===== config.mk =====
export PLATFORM = sky130hd
export DESIGN_NAME = cfgp_top
export DESIGN_NICKNAME = d
export VERILOG_FILES = /design/src/rtl/cfgp_pkg.sv /design/src/rtl/cfgp_keyfsm.sv /design/src/rtl/cfgp_actbank.sv /design/src/rtl/cfgp_top.sv
export SDC_FILE = /design/constraint.sdc
export NUM_CORES = 1
export LEC_CHECK = 0
export BUFFER_PORTS_ARGS = -buffer_cell sky130_fd_sc_hd__buf_4
export CAP_MARGIN = 20
export CORE_ASPECT_RATIO = 1.4
export CORE_MARGIN = 8
export CORE_UTILIZATION = 35
export DETAILED_ROUTE_END_ITERATION = 16
export GPL_TIMING_DRIVEN = 0
export PLACE_DENSITY = 0.6
export SETUP_SLACK_MARGIN = 0.2
export SYNTH_ARGS = -nofsm -noshare
export SYNTH_HDL_FRONTEND = slang
export SYNTH_SLANG_ARGS = --single-unit

===== constraint.sdc =====
create_clock -name clk -period 2 [get_ports clk]
set_clock_uncertainty 0.05 [all_clocks]
set_input_delay 0 -clock clk [delete_from_list [all_inputs] [get_ports clk]]
set_output_delay 0 -clock clk [all_outputs]
set_load 0.02 [all_outputs]

===== src/rtl/cfgp_pkg.sv =====
package cfgp_pkg;

  typedef enum logic [1:0] {
    ST_LOCKED = 2'd0,
    ST_HALF   = 2'd1,
    ST_OPEN   = 2'd2
  } lock_st_t;

  localparam logic [7:0] IDX_LDN    = 8'h07;
  localparam logic [7:0] IDX_CHIPID = 8'h20;
  localparam logic [7:0] IDX_ACT    = 8'h30;
  localparam logic [7:0] WIN_BASE   = 8'h60;
  localparam logic [7:0] CLOSED_RD  = 8'hFF;

  function automatic logic [7:0] unlock_key(input bit alt);
    return alt ? 8'h88 : 8'h87;
  endfunction

  function automatic logic [7:0] lock_key(input bit alt);
    return alt ? 8'hBB : 8'hAA;
  endfunction

  function automatic logic in_window(input logic [7:0] idx);
    return idx >= WIN_BASE;
  endfunction

endpackage


===== src/rtl/cfgp_keyfsm.sv =====
module cfgp_keyfsm
  import cfgp_pkg::*;
#(
  parameter bit ALT_KEYS = 1'b0
) (
  input  logic       clk,
  input  logic       rst_n,
  input  logic       wr,
  input  logic       addr,
  input  logic [7:0] wdata,
  output logic       cfg_open,
  output logic       ev_open,
  output logic       ev_close,
  output logic       ev_abort
);

  logic [7:0] key_on;
  logic [7:0] key_off;

  generate
    if (ALT_KEYS) begin : g_alt
      assign key_on  = unlock_key(1'b1);
      assign key_off = lock_key(1'b1);
    end else begin : g_std
      assign key_on  = unlock_key(1'b0);
      assign key_off = lock_key(1'b0);
    end
  endgenerate

  lock_st_t st_q, st_d;
  logic     hit_on, hit_off;

  assign hit_on  = wr && !addr && (wdata == key_on);
  assign hit_off = wr && !addr && (wdata == key_off);

  always_comb begin
    st_d = st_q;
    unique case (st_q)
      ST_LOCKED: if (hit_on) st_d = ST_HALF;
      ST_HALF: begin
        if (hit_on)  st_d = ST_OPEN;
        else if (wr) st_d = ST_LOCKED;
      end
      ST_OPEN:   if (hit_off) st_d = ST_LOCKED;
      default:   st_d = ST_LOCKED;
    endcase
  end

  always_ff @(posedge clk or negedge rst_n) begin
    if (!rst_n) st_q <= ST_LOCKED;
    else        st_q <= st_d;
  end

  assign cfg_open = (st_q == ST_OPEN);
  assign ev_open  = (st_q == ST_HALF) && (st_d == ST_OPEN);
  assign ev_close = (st_q == ST_OPEN) && (st_d == ST_LOCKED);
  assign ev_abort = (st_q == ST_HALF) && (st_d == ST_LOCKED);

endmodule


===== src/rtl/cfgp_actbank.sv =====
module cfgp_actbank #(
  parameter int NUM_DEV = 16
) (
  input  logic               clk,
  input  logic               rst_n,
  input  logic               we,
  input  logic [7:0]         sel,
  input  logic               wbit,
  output logic [NUM_DEV-1:0] act_vec,
  output logic               sel_valid,
  output logic               rd_bit
);

  localparam int         SEL_W   = (NUM_DEV > 1) ? $clog2(NUM_DEV) : 1;
  localparam logic [8:0] LIMIT_9 = 9'(NUM_DEV);

  logic [SEL_W-1:0] sel_n;

  assign sel_valid = ({1'b0, sel} < LIMIT_9);
  assign sel_n     = sel[SEL_W-1:0];

  for (genvar d = 0; d < NUM_DEV; d++) begin : g_dev
    always_ff @(posedge clk or negedge rst_n) begin
      if (!rst_n)
        act_vec[d] <= 1'b0;
      else if (we && sel_valid && (32'(sel_n) == d))
        act_vec[d] <= wbit;
    end
  end

  assign rd_bit = sel_valid ? act_vec[sel_n] : 1'b0;

endmodule


===== src/rtl/cfgp_top.sv =====
module cfgp_top
  import cfgp_pkg::*;
#(
  parameter int         NUM_DEV  = 16,
  parameter logic [7:0] CHIP_ID  = 8'h52,
  parameter bit         ALT_KEYS = 1'b0
) (
  input  logic               clk,
  input  logic               rst_n,
  input  logic               bus_addr,
  input  logic               bus_rd,
  input  logic               bus_wr,
  input  logic [7:0]         bus_wdata,
  output logic [7:0]         bus_rdata,
  output logic [7:0]         dev_sel,
  output logic [7:0]         dev_idx,
  output logic               dev_we,
  output logic [7:0]         dev_wdata,
  input  logic [7:0]         dev_rdata,
  output logic [NUM_DEV-1:0] dev_active
);

  logic       cfg_open, ev_open, ev_close, ev_abort;
  logic [7:0] idx_q, ldn_q;
  logic       idx_load, data_wr, act_we, act_rd, sel_valid;

  cfgp_keyfsm #(.ALT_KEYS(ALT_KEYS)) u_key (
    .clk(clk), .rst_n(rst_n), .wr(bus_wr), .addr(bus_addr),
    .wdata(bus_wdata), .cfg_open(cfg_open), .ev_open(ev_open),
    .ev_close(ev_close), .ev_abort(ev_abort)
  );

  // index register: loaded by open-space writes that are not the closing key
  assign idx_load = cfg_open && bus_wr && !bus_addr && !ev_close;
  assign data_wr  = cfg_open && bus_wr && bus_addr;

  always_ff @(posedge clk or negedge rst_n) begin
    if (!rst_n)        idx_q <= 8'h00;
    else if (idx_load) idx_q <= bus_wdata;
  end

  always_ff @(posedge clk or negedge rst_n) begin
    if (!rst_n)                             ldn_q <= 8'h00;
    else if (data_wr && idx_q == IDX_LDN)   ldn_q <= bus_wdata;
  end

  assign act_we = data_wr && (idx_q == IDX_ACT);

  cfgp_actbank #(.NUM_DEV(NUM_DEV)) u_act (
    .clk(clk), .rst_n(rst_n), .we(act_we), .sel(ldn_q),
    .wbit(bus_wdata[0]), .act_vec(dev_active), .sel_valid(sel_valid),
    .rd_bit(act_rd)
  );

  assign dev_sel   = ldn_q;
  assign dev_idx   = idx_q;
  assign dev_wdata = bus_wdata;
  assign dev_we    = data_wr && in_window(idx_q);

  logic [7:0] reg_rd;
  always_comb begin
    if (in_window(idx_q))          reg_rd = dev_rdata;
    else if (idx_q == IDX_LDN)     reg_rd = ldn_q;
    else if (idx_q == IDX_CHIPID)  reg_rd = CHIP_ID;
    else if (idx_q == IDX_ACT)     reg_rd = {7'b0, act_rd};
    else                           reg_rd = 8'h00;
  end

  always_comb begin
    if (!cfg_open)     bus_rdata = CLOSED_RD;
    else if (bus_addr) bus_rdata = reg_rd;
    else               bus_rdata = idx_q;
  end

endmodule


==> summary.md <==
| Metric | Value |
|---|---|
| First-pass GRT wire length | approximately 11000 um |
| Htree depth | 2 |
| Ys Warns | 0 |
| Synth top area cells | dfrtp_1 (40%), mux2_2 (9.1%), mux2_4 (5.7%) |
| Setup crit end kind | output pin |
| Synth Flop Type | dfrtp_1 |
| Die width | 81.60 um |
| Fin nets | 312 |
| Vias/cell | between 5 and 6 |
| GPL Wtd Cong | 0.8260 |
| CP max stage delay | about 520 ps |
| Number of synthesized flops with an enable pin | 0 |
| Most used standard cell by instance count after synthesis | dfrtp_1 |
| Seq pwr share | a little over a third |
| Routed length per instance | roughly 20 um |
| IO Port Bufs | between 60 and 70 |
| PD cells | 608.7 nW/um^2 |
| Gate power share | approximately a third |
| Adder-cell share of the synthesized area | 0% |
| Largest net degree at the start of global routing | 35 |
| Placed Instances | around 310 |
| Maximum fanout along the worst path | 6 |
| Share of the synthesized area in the top cell type | 40.36% |
| Critical path launch point | dev_sel[0] |
| Worst setup SP type | register |
| HP Class | in -> async |
| Switching power | between 700 and 800 uW |
| Fin. Hold Viols | 0 |
| Crit. path cell count | 6 |
| Worst Setup EP | bus_rdata[0] |
| WL final | between 7000 and 8000 um |
| Synth area leader | dfrtp_1 |
| R2r setup slk | -20 ps |
| DIE HEIGHT | 107.8 um |
| DR DRC count | 0 |
| Worst setup margin | -31.67 ps |
| Switch share | about a third |
| WP data arrival | ~2000 ps |
| Worst-path clk slew | approximately 70 ps |
| Final Core Density | ~63% |
| Routed vias | roughly 2000 |
| Setup Crit Path Kind | reg -> out |
| Worst slew margin | ~59% |
| CTS tree | yes |
| IO Pins | 70 |
| Core Region | approximately 5800 sq um |
| Reg2reg end | u_act.act_vec[4] |
| Family with the most delay on the worst path | multiplexers |
| Post-Syn Instances | about 180 |
| Post-synthesis compound-gate area fraction | between 9 and 10% |
| Total GRT Usage | ~17% |
| Num CTS Buffers | 5 |
| ANT cells | 0 |
| Distinct cells, synth | between 40 and 50 |
| Gr ovfl total | 0 |
| Internal | ~1.5 mW |
| Synth Area in Simple Gates | about a fifth |
| Maximum vdd drop | approximately 440 uV |
| Fin area | ~3600 sq um |
| Power Total | approximately 2.2 mW |
| Slowest stage cell, crit path | mux4_2 |
| Share of cells above drive strength 1 | between 60% and 70% |
| Worst EP required | between 1500 and 2000 ps |
| RSZ-0062 raised after global routing | true |
| Setup TNS | -73.78 ps |
| Static Leak | 1.746 nW |
| Vias in the first global route | about 2100 |
| Initial DRT Pass Iterations | 4 |
| Startpoint of the worst register-to-register path | dev_idx[7] |
| HPWL Detailed | 4802 um |
| Antenna Nets Post-Route | 0 |
| Final setup viols | 6 |
| Root buffer selected by CTS | clkbuf_8 |
| Mapped Nets | between 150 and 200 |
| Post-route insts no fill | 362 |
| Layout fillers | ~480 |
| Max Freq | between 400 and 500 MHz |
| Crit path time final | a little over 2000 ps |
| FF+latch area | 860.8 sq um |
| Syn avg cell area | ~12 sq um |
| Max Slew Vio Count | 0 |
| Ratio of final minimum period to clock period | 101.6% |
| R2r worst-path depth | 6 |
| Worst hold margin | ~150 ps |
| Synthesized area | approximately 2100 sq um |
| Buffers & Inverters on Critical Path | 2 |
| Area after DPL | around 2800 sq um |
| Rows | 33 |
| Area Growth Syn to Fin | 72.82% |
| Commonest cells in the netlist | dfrtp_1 (34), mux2_2 (17), nor2_1 (11) |
| Critical-path cell list | buf_6 > mux4_2 > nand2b_4 > a22oi_2 > o211ai_1 > buf_4 |
| Starting Density | 36.21% |
| Antenna violations before repair | 0 |
| Insertion delay to the later sink of the worst-skew pair | ~290 ps |
| Clk sinks | 34 |
| Asr flop ratio synth | 100.0% |
| Max Buffers Root-to-Sink | 2 |
| Pre-CTS setup slack | -80.62 ps |
| Status | finished, violations left |
| Failing checks | setup timing |
| Maxcap violations | 0 |
| Full die area | between 8000 and 9000 sq um |
| Clock Power Share | 28.8% |
| Mux cell area share after synthesis | 22.49% |
| Actual slew at the worst max-slew pin | 619.9 ps |
| Xor and xnor area share after synthesis | 0% |
| Largest family of logic cells by synthesized area | multiplexers |
| Yosys reg bits | 34 |
| Area occupied by multi-input gates | around 1500 sq um |
| Sequential fraction of the synthesis area | 40.36% |
| 1st-iter DRT viols | 73 |
==> metal layers <==
| metal | global-route usage, % | share of wire, % | vias to the layer above |
|---|---|---|---|
| li1 | - | - | 894 |
| met1 | 19.33 | 39 | 988 |
| met2 | 30.06 | 54 | 65 |
| met3 | 3.930 | 5.5 | 10 |
| met4 | 3.778 | 1.5 | 0 |
| met5 | 0 | 0 | - |
==> logic make-up (layout without fill, tap and decap cells) <==
logic type	after synthesis	after routing
mux	38	38
simple gates	54	54
flops	34	34
compound gates	26	26
buf+inv	24	140
==> state kept, by name, indices dropped and copies added, names as in the netlist <==
signal,flops
dev_idx,8
dev_sel,8
u_act.act_vec,16
u_key.st_q,2
==> cell usage in the layout (no fill, tap or decap), types with 4 or more instances in the layout <==
cell type      count
buf_4             95
mux2_2             5
mux2_4            25
clkbuf_8           6
dlygate4sd3_1      9
nor2_1            11
a21o_1             4
buf_6             13
nor4b_4            8
clkbuf_1           5
dfrtp_2            8
nor4_4             9
dfrtp_1           26
mux2i_1            5
a211o_1            4
==> final cells by class <==
cell class                 count  area share, %
sequential                    34          23.63
buffer                        21          4.979
timing repair buffer         108          24.79
tap                           70          2.404
inverter                       3         0.3091
multi-input combinational    118          40.97
clock buffer                   7          2.095
clock inverter                 1         0.8242
==> power groups by stage <==
stage                     Clock [mW]  Combinational (mW)  Sequential, mW
after floorplan                    0               0.294           0.850
after CTS                      0.643               0.725           0.801
after detailed placement           0               0.559           0.821
after global routing           0.675               0.822           0.809
after global placement             0               0.555           0.820
final                          0.639               0.777           0.802
==> worst min-delay path by stage <==
| stage | to | from |
|---|---|---|
| after floorplan | dev_idx[0] | rst_n |
| after global placement | u_act.act_vec[15] | rst_n |
| after detailed placement | u_act.act_vec[13] | rst_n |
| after CTS | u_key.st_q[1] | bus_addr |
| after global routing | u_key.st_q[1] | bus_addr |
| final | u_act.act_vec[15] | rst_n |
==> what timing repair did <==
item,4_1_cts,5_1_grt
resized for setup,59,30
hold endpoints to repair,49,0
gates cloned,2,0
hold buffers,9,0
buffers inserted,24,6
pin swaps,9,7
endpoints found under the setup margin,38,39
(Power assumes the default switching activity.)
